## src/rtl/rprio_pkg.sv

```systemverilog
package rprio_pkg;
  parameter int WORD_W    = 32;
  parameter int PRIO_W    = 8;
  parameter int PRE_W     = 3;
  localparam int MIN_PRE   = $clog2(WORD_W);
  localparam int MAX_PRE   = PRIO_W - 1;
  localparam int MAX_WORDS = 2 ** (MAX_PRE - MIN_PRE);
  localparam int BUS_W     = MAX_WORDS * WORD_W;
  localparam int POS_W     = $clog2(WORD_W);
  localparam int IDX_W     = $clog2(BUS_W);
  localparam int SH_W      = $clog2(PRIO_W) + 1;
  localparam int WIDX_W    = $clog2(MAX_WORDS) + 1;

  typedef struct packed {
    logic                 load;
    logic [MAX_WORDS-1:0] wordEn;
    logic [SH_W-1:0]      shiftAmt;
  } dpCtrl_t;
endpackage

```

## src/rtl/rprio_ctrl.sv

```systemverilog
module rprio_ctrl
  import rprio_pkg::*;
(
  input  logic             clk,
  input  logic             rstN,
  input  logic [PRE_W-1:0] preBits,
  input  logic             rdStrobe,
  output dpCtrl_t          dpCtrl,
  output logic             runValid
);
  localparam logic [PRE_W-1:0] MIN_PRE_V = PRE_W'(MIN_PRE);
  localparam logic [PRE_W-1:0] MAX_PRE_V = PRE_W'(MAX_PRE);

  logic [PRE_W-1:0] preEff;
  logic [PRE_W-1:0] span;

  // Clamp the preemption bit count into the supported range
  always_comb begin
    if (preBits < MIN_PRE_V)      preEff = MIN_PRE_V;
    else if (preBits > MAX_PRE_V) preEff = MAX_PRE_V;
    else                          preEff = preBits;
  end

  assign span = preEff - MIN_PRE_V;

  // Word i is searched when i < 2^span
  for (genvar i = 0; i < MAX_WORDS; i++) begin : g_wordEn
    localparam logic [WIDX_W-1:0] I_V = WIDX_W'(i);
    assign dpCtrl.wordEn[i] = ((I_V >> span) == '0);
  end

  assign dpCtrl.shiftAmt = SH_W'(PRIO_W) - SH_W'(preEff);
  assign dpCtrl.load     = rdStrobe;

  always_ff @(posedge clk) begin
    if (!rstN) runValid <= 1'b0;
    else       runValid <= rdStrobe;
  end
endmodule

```

## src/rtl/rprio_datapath.sv

```systemverilog
module rprio_datapath
  import rprio_pkg::*;
(
  input  logic              clk,
  input  logic              rstN,
  input  logic [BUS_W-1:0]  grp0Bits,
  input  logic [BUS_W-1:0]  grp1Bits,
  input  dpCtrl_t           dpCtrl,
  output logic [PRIO_W-1:0] runPrio
);
  logic [MAX_WORDS-1:0] wordHit;
  logic [POS_W-1:0]     wordPos [MAX_WORDS];

  for (genvar w = 0; w < MAX_WORDS; w++) begin : g_word
    logic [WORD_W-1:0] merged;
    assign merged     = (grp0Bits[w*WORD_W +: WORD_W] | grp1Bits[w*WORD_W +: WORD_W])
                        & {WORD_W{dpCtrl.wordEn[w]}};
    assign wordHit[w] = |merged;

    // Least significant set bit of the merged word
    always_comb begin
      wordPos[w] = '0;
      for (int b = WORD_W - 1; b >= 0; b--) begin
        if (merged[b]) wordPos[w] = POS_W'(b);
      end
    end
  end

  logic             found;
  logic [IDX_W-1:0] bitIdx;

  // The lowest nonzero word wins
  always_comb begin
    found  = 1'b0;
    bitIdx = '0;
    for (int w = MAX_WORDS - 1; w >= 0; w--) begin
      if (wordHit[w]) begin
        found  = 1'b1;
        bitIdx = IDX_W'(w * WORD_W) + IDX_W'(wordPos[w]);
      end
    end
  end

  logic [PRIO_W+IDX_W-1:0] wide;
  logic [PRIO_W-1:0]       nextPrio;

  assign wide     = {{PRIO_W{1'b0}}, bitIdx} << dpCtrl.shiftAmt;
  assign nextPrio = found ? wide[PRIO_W-1:0] : {PRIO_W{1'b1}};

  always_ff @(posedge clk) begin
    if (!rstN)            runPrio <= {PRIO_W{1'b1}};
    else if (dpCtrl.load) runPrio <= nextPrio;
  end
endmodule

```

## src/rtl/run_prio_calc.sv

```systemverilog
module run_prio_calc
  import rprio_pkg::*;
(
  input  logic              clk,
  input  logic              rstN,
  input  logic [BUS_W-1:0]  grp0Bits,
  input  logic [BUS_W-1:0]  grp1Bits,
  input  logic [PRE_W-1:0]  preBits,
  input  logic              rdStrobe,
  output logic [PRIO_W-1:0] runPrio,
  output logic              runValid
);
  dpCtrl_t dpCtrl;

  rprio_ctrl u_ctrl (
    .clk      (clk),
    .rstN     (rstN),
    .preBits  (preBits),
    .rdStrobe (rdStrobe),
    .dpCtrl   (dpCtrl),
    .runValid (runValid)
  );

  rprio_datapath u_dp (
    .clk      (clk),
    .rstN     (rstN),
    .grp0Bits (grp0Bits),
    .grp1Bits (grp1Bits),
    .dpCtrl   (dpCtrl),
    .runPrio  (runPrio)
  );
endmodule

```

## config.mk

```make
export PLATFORM = sky130hd
export DESIGN_NAME = run_prio_calc
export DESIGN_NICKNAME = d
export VERILOG_FILES = /design/src/rtl/rprio_pkg.sv /design/src/rtl/rprio_ctrl.sv /design/src/rtl/rprio_datapath.sv /design/src/rtl/run_prio_calc.sv
export SDC_FILE = /design/constraint.sdc
export NUM_CORES = 1
export LEC_CHECK = 0
export ABC_AREA = 1
export ABC_CLOCK_PERIOD_IN_PS = 9570
export BUFFER_PORTS_ARGS = -buffer_cell sky130_fd_sc_hd__buf_2
export CORE_AREA = 2 2 105 107
export DETAILED_ROUTE_END_ITERATION = 10
export DIE_AREA = 0 0 107 109
export GPL_ROUTABILITY_DRIVEN = 0
export PLACE_DENSITY_LB_ADDON = 0.2
export SYNTH_ARGS = -nofsm -noshare
export SYNTH_HDL_FRONTEND = slang
export SYNTH_HIERARCHICAL = 1
export SYNTH_SLANG_ARGS = --single-unit
```

## constraint.sdc

```tcl
create_clock -name clk -period 9.57 [get_ports clk]
set_clock_uncertainty 0.2 [all_clocks]
set_input_delay 1.914 -clock clk [delete_from_list [all_inputs] [get_ports clk]]
set_output_delay 1.914 -clock clk [all_outputs]
set_load 0.01 [all_outputs]
```

# Word-level counts from Yosys, hierarchy flattened

Index checks and enable logic that the tools add are counted.

Shifts and indexed selects: 5
Reduce and logical (&&, ||, !) cells: 8
Bitwise operators: 8
Order comparisons: 2
Muxes and demuxes: 139
$add $sub $neg: 5

Operator list:

| cell                  | count |
|---|---|
| $mux W5               | 128 |
| $and A32 B32 Y32      | 4 |
| $or A32 B32 Y32       | 4 |
| $reduce_or A32 Y1     | 4 |
| $mux W7               | 4 |
| $logic_not A3 Y1      | 4 |
| $mux W8               | 1 |
| $shl A7 B4 Y8         | 1 |
| $add A6 B5 Y7 const A | 1 |
| $add A6 B6 Y7 const A | 1 |
| $add A7 B5 Y7 const A | 1 |
| $mux W3               | 2 |
| $shr A1 B3 Y3 const A | 2 |
| $shr A2 B3 Y3 const A | 2 |
| $mux W1               | 4 |
| $sub A4 B3 Y4 const A | 1 |
| $gt A3 B3 Y1 const B  | 1 |
| $lt A3 B3 Y1 const B  | 1 |
| $sub A3 B3 Y3 const B | 1 |

Logic and storage cells: 169
Bits in registers: 9

# Longest topological paths before layout

Gate-level depths: netlist (run 1).

Depth after elaboration: 46
Gate-level depth with buffers: 47
Mapped depth without buffers: 47

# Cells and area by module

The synthesis (run 1) kept the hierarchy.

By module, submodules not included:

| module         | cells an instance | instances | area each (µm²) |
|---|---|---|---|
| rprio_datapath | 586               | 1         | 2,783.9 |
| rprio_ctrl     | 21                | 1         | 122.6 |

# Worst setup path after synthesis (run 1)

OpenSTA, ideal clock, no wires.

Path type: input to register
Start: input port preBits[1]
End: register u_dp.runPrio[7]
Stages: 44
Required time: 9.255 ns
Setup slack: 4.593 ns
Arrival: 4.662 ns
Setup time: 0.115 ns
Cells stage by stage: nand2_2 nor2_2 ha_1 nand3_1 nand2_1 inv_1 buf_2 o21ai_1 nand2_1 nand2_1 nand2_1 nand2_1 nand2_1 nand2_1 nand2_1 nand2_1 nand2_1 nand2_1 [8 not listed] nand2_1 nand2_1 nand2_1 nand2_1 nand2_1 nand2_1 nand2_1 nand2_1 nand2_1 nand3_2 nand2_2 nand3_2 nand3_2 nand3_1 nand2_1 nand2_1 nand2_1 nand2_1

RTL lines:

| item                   | line                 | source |
|---|---|---|
| start: declaration     | run_prio_calc.sv:8   | `input logic [PRE_W-1:0] preBits,` |
| end signal: assignment | rprio_datapath.sv:51 | `if (!rstN) runPrio <= {PRIO_W{1'b1}};` |
| end signal: assignment | rprio_datapath.sv:52 | `else if (dpCtrl.load) runPrio <= nextPrio;` |
| end: declaration       | rprio_datapath.sv:9  | `output logic [PRIO_W-1:0] runPrio` |

==> results.yml, run 1 <==
outcome:
  status: "finished, final reports clean"
clock_tree:
  postCtsSetupBuffers: 0
  cts.clk_slew.worst_paths_ns: 0.04
  cts_tree: "yes"
  cts_resized: 0
  cts_buffer_depth: 2
  cts_made_buffers: 3
  cts_hold_buf: 0
  htree_num_levels: 1
  cts.sinks: 9
  clk_latency_ns: 0.23
  cts-root-buf: "clkbuf_8"
global_routing:
  grt_pass1_vias: 4091
  grt.busiest_layer: "met2"
  grt_overflow: 0
  grt_max_degree: 33
  grtUsageMet2_pct: 33.6
  gr-usage-met3_pct: 2.87
  grt_antenna_before_repair: 2
  grt_pass1_wl_mm: 17.1
  use_met1_pct: 20.8
  gr-usage-all-layers_pct: 17.4
critical_path:
  slowest_stage: "a21oi_2"
  crit_required_ns: 9.54
  reg2reg_to: "u_dp/runPrio[6]"
  reg2reg_depth: 2
  crit_start: "preBits[2]"
  rr_startpoint: "u_dp/runPrio[6]"
  crit_top_cell: "nand2_1"
  path_max_fanout: 29
  endpoint_kind: "register"
  r2r_slack_ns: 8.74
  critical_path_class: "in2reg"
  critical_path_arrival_ns: 6.11
  cpPeakStageDelay_ns: 0.83
  cp-start-kind: "input pin"
  endpoint: "u_dp/runPrio[4]"
detailed_routing:
  route.detailed.drc: 0
  drt_wl_total_mm: 10.7
  viasPerCell: 4.49
  detail_route.wl_per_cell_um: 10.7
  first_iter_violations: 101
  vias: 4511
  ant_nets: 0
  first_pass_iters: 4
sta:
  setup_viol_count_final: 0
  grt_setup_unrepaired: "false"
  post-route-period-util_pct: 64.1
  drv_slew: 0
  fmax_mhz: 163
  final.setup.tns_ns: 0
  fin_crit_ns: 6.13
  final-hold-violation-count: 0
  maxSlewHeadroom_pct: 32.4
  fin_ws_ns: 3.44
  whs_ns: 0.262
  worst_pin_slew_ns: 1.01
synth:
  yosysWarningCount: 6
  synthCells: 607
  synth_enable_flop_cells: 0
  synth_cell_types: 35
  async_flop_share_pct: 0
  ys_ff_latch: 9
  synth_nets: 870
  syn-cell-area_um2: 2910
  syn_area_per_cell_um2: 4.79
  synthFlopType: "dfxtp_1"
  yosysSeqAreaShare_pct: 6.20
floorplan:
  die_y_um: 109
  die_area_um2: 11700
  ioPinCount: 271
  core_region_area_um2: 10600
  placementRows: 38
  initial_utilization_pct: 27.4
  die_w_um: 107
flow_run:
  drv_cap: 0
pwr:
  p_comb_share_pct: 69.1
  powerDensity_nw_per_um2: 62.9
  p_sw_share_pct: 43.6
  p_seq_share_pct: 15.3
  p_sw_mw: 0.119
  totalPowerFinal_mw: 0.274
  p_int_mw: 0.155
  power_leakage_nw: 2.59
  power_frac_clock_pct: 15.6
  peakVddDrop_uv: 56.0
placed_design:
  placed_area_um2: 4310
  port_buffers: 270
  dp.cells: 999
  dpl_worst_slack_ns: 3.17
  place_hpwl_mm: 9.66
cells_and_area:
  fin_area_um2: 4350
  fin_nets: 1127
  stdcell_count: 1004
  fillers: 1284
  utilization_pct: 41.1
  syn_to_final_growth_pct: 49.8
  drive_above_1_share_pct: 34.4
  layout_commonest_cell: "buf_2"
  final_cell_mix: "buf_2 (270), nand2_1 (241), nor2_1 (87)"
hold_path:
  hold_path.class: "reg2reg"
  hold_depth: 2
-- critical path: cells and delay by family --
family	cells	cell delay, ns
buffers and inverters	2	0.32
AOI/OAI and AO/OA	1	0.83
and+or+nand+nor	41	2.60
adders and majority gates	1	0.45
-- cells by family (layout without fill, tap and decap cells) --
kind of cell,Yosys count,after routing,share of synthesized area (%)
and+or+nand+nor,365,365,50.8
DFF,9,9,6.20
other,2,3,0.258
buffers and inverters,49,305,8.52
adders and majority gates,1,1,0.430
AOI/OAI and AO/OA,181,181,33.7
-- registers in the layout, summed over array words and instances (netlist names) --
register and cells:
u_ctrl/runValid 1, u_dp/runPrio 8
-- power groups by stage --
stage / Sequential [mW] / Clock [mW] / Combinational [mW]
after floorplan: 0.0441 / 0 / 0.117
after global placement: 0.0425 / 0 / 0.190
after detailed placement: 0.0426 / 0 / 0.191
after CTS: 0.0420 / 0.0451 / 0.192
after global routing: 0.0422 / 0.0466 / 0.222
final: 0.0420 / 0.0428 / 0.189
-- final cells by class --
type,instances,area (um2),share of cell area [%]
Antenna cell,1,2.50,0.0575
Clock buffer,4,45.0,1.03
Inverter,31,116,2.67
Multi-Input combinational cell,549,2480,57.0
Sequential cell,9,180,4.14
Tap cell,140,175,4.02
Timing Repair Buffer,270,1350,31.0
-- cells in the mapped netlist (all sizes together), types with 2 or more instances --
| master | n | area [um2] |
|---|---|---|
| a21boi | 2 | 15.0 |
| a21oi | 19 | 95.1 |
| a31oi | 12 | 75.1 |
| buf | 12 | 105 |
| clkbuf | 6 | 26.3 |
| clkinv | 5 | 18.8 |
| conb | 2 | 7.51 |
| dfxtp | 9 | 180 |
| inv | 26 | 97.6 |
| nand2 | 246 | 936 |
| nand3 | 18 | 115 |
| nand4 | 3 | 18.8 |
| nor2 | 90 | 350 |
| nor3 | 4 | 31.3 |
| o211ai | 4 | 30.0 |
| o21ai | 134 | 689 |
| o21bai | 5 | 37.5 |
| o31ai | 4 | 30.0 |
| or2 | 3 | 18.8 |
-- metal layers --
layer / routed length (um) / share of wire, %
met5: 0 / 0
met2: 5320 / 50
met3: 724 / 6.8
met1: 4610 / 43
met4: 60 / 0.56
-- worst min-delay path by stage --
stage / from / to / slack [ns]
detailed placement: u_dp/runPrio[1] / u_dp/runPrio[1] / 0.25
CTS: u_dp/runPrio[1] / u_dp/runPrio[1] / 0.26
finish: u_dp/runPrio[1] / u_dp/runPrio[1] / 0.26
global route: u_dp/runPrio[4] / u_dp/runPrio[4] / 0.29
global placement: u_dp/runPrio[1] / u_dp/runPrio[1] / 0.25
floorplan: u_dp/runPrio[5] / u_dp/runPrio[5] / 0.31
Note: power is estimated with default switching activity, not from simulation.
==> inputs of run 2 (changes only) <==
--- a/config.mk
+++ b/config.mk
@@ -6,7 +6,7 @@
 export NUM_CORES = 1
 export LEC_CHECK = 0
 export ABC_AREA = 1
-export ABC_CLOCK_PERIOD_IN_PS = 9570
+export ABC_CLOCK_PERIOD_IN_PS = 5300
 export BUFFER_PORTS_ARGS = -buffer_cell sky130_fd_sc_hd__buf_2
 export CORE_AREA = 2 2 105 107
 export DETAILED_ROUTE_END_ITERATION = 10
==> constraint.sdc (replaced) <==
create_clock -name clk -period 5.3 [get_ports clk]
set_clock_uncertainty 0.2 [all_clocks]
set_input_delay 1.06 -clock clk [delete_from_list [all_inputs] [get_ports clk]]
set_output_delay 1.06 -clock clk [all_outputs]
set_load 0.01 [all_outputs]
==> results.yml, run 2 (synthesis results as in run 1) <==
critical_path:
  critical_path_class: "in2reg"
  crit_top_cell: "nand2_1"
  path_max_fanout: 14
  critical_path_arrival_ns: 4.50
  endpoint_kind: "register"
  cpPeakStageDelay_ns: 0.31
  r2r_slack_ns: 4.47
  cp-start-kind: "input pin"
  slowest_stage: "ha_1"
  crit_required_ns: 5.22
clock_tree:
  cts_resized: 0
  clk_latency_ns: 0.23
  cts_buffer_depth: 2
  cts_hold_buf: 0
  htree_num_levels: 1
  cts_tree: "yes"
  cts.sinks: 9
  postCtsSetupBuffers: 0
  cts.clk_slew.worst_paths_ns: 0.04
  cts-root-buf: "clkbuf_8"
  cts_made_buffers: 3
placed_design:
  place_hpwl_mm: 9.85
  port_buffers: 270
  dp.cells: 1004
  dpl_worst_slack_ns: 0.496
global_routing:
  grt_antenna_before_repair: 2
  grt_pass1_wl_mm: 17.0
  gr-usage-all-layers_pct: 17.4
  grt_pass1_vias: 4166
  grt_overflow: 0
  grt_max_degree: 32
flow_run:
  drv_cap: 0
detailed_routing:
  drt_wl_total_mm: 10.9
  route.detailed.drc: 0
  ant_nets: 0
  first_pass_iters: 4
  first_iter_violations: 109
  vias: 4546
  detail_route.wl_per_cell_um: 10.8
  viasPerCell: 4.51
sta:
  drv_slew: 0
  final.setup.tns_ns: 0
  post-route-period-util_pct: 86.5
  whs_ns: 0.264
  fin_ws_ns: 0.717
  grt_setup_unrepaired: "false"
  final-hold-violation-count: 0
  fmax_mhz: 218
  setup_viol_count_final: 0
  fin_crit_ns: 4.58
floorplan:
  die_area_um2: 11700
  die_y_um: 109
  die_w_um: 107
  initial_utilization_pct: 27.4
  placementRows: 38
  ioPinCount: 271
  core_region_area_um2: 10600
cells_and_area:
  layout_commonest_cell: "buf_2"
  top_register: "u_dp/runPrio"
  syn_to_final_growth_pct: 51.0
  utilization_pct: 41.4
  reg_top3: "u_dp/runPrio x8, u_ctrl/runValid x1"
  n_antenna_cell: 0
  stdcell_count: 1008
  final_cell_mix: "buf_2 (270), nand2_1 (241), nor2_1 (87)"
  drive_above_1_share_pct: 34.8
  fin_nets: 1132
  largest_reg_flops: 8
pwr:
  powerDensity_nw_per_um2: 114
  peakVddDrop_uv: 69.6
  power_leakage_nw: 2.62
outcome:
  status: "finished, final reports clean"
hold_path:
  hold_path.class: "reg2reg"
==> run 2: changes by cell type in the layout (fill, tap and decap cells not counted) <==
cell     before  now
diode_2       1    0
buf_4         0    5
==> run 2: area by class of cell <==
type	count	area [um2]
flip-flops and latches	9	180
clock buffers	4	45.0
inverters	31	116
multi-input cells	549	2480
well taps	140	175
repair buffers	275	1390
fillers	1278	6210
==> run 2: stage by stage <==
| stage | power, mW | instance area (um2) |
|---|---|---|
| finish | 0.499 | 4390 |
| floorplan | 0.291 | 2910 |
| detailed placement | 0.425 | 4340 |
| global placement | 0.424 | 4340 |
| CTS | 0.506 | 4390 |
| global route | 0.563 | 4390 |
==> run 2: path summary, 6_finish.rpt <==
path	start	endpoint	depth (start not counted)
worst max-delay path	preBits[2]	u_dp/runPrio[7]	47
worst max register to register	u_dp/runPrio[2]	u_dp/runPrio[2]	2
worst min register to register	u_dp/runPrio[0]	u_dp/runPrio[0]	2
worst min-delay path	u_dp/runPrio[0]	u_dp/runPrio[0]	2
==> run 2: worst max-delay path, delay by kind of cell <==
family / cells / cell delay [ns]
AO/OA/AOI/OAI: 1 / 0.18
AND/OR/NAND/NOR: 42 / 2.50
buffers and inverters: 3 / 0.46
adder cells (fa/ha/maj): 1 / 0.31
==> run 2: routing by layer <==
layer | global-route usage, % | share of wire (%) | vias to the layer above | wire length [um]
li1 | - | - | 2534 | -
met1 | 20.0 | 42 | 1841 | 4570
met2 | 33.8 | 50 | 157 | 5410
met3 | 3.17 | 7.5 | 12 | 823
met4 | 2.88 | 0.89 | 2 | 97
met5 | 0 | 0.12 | - | 13
==> run 2: where the power goes <==
part	total (mW)	switching (mW)	internal (mW)
clock network	0.0775	0.0253	0.0523
logic	0.346	0.190	0.156
registers	0.0758	0.00240	0.0734
total	0.499	0.217	0.282
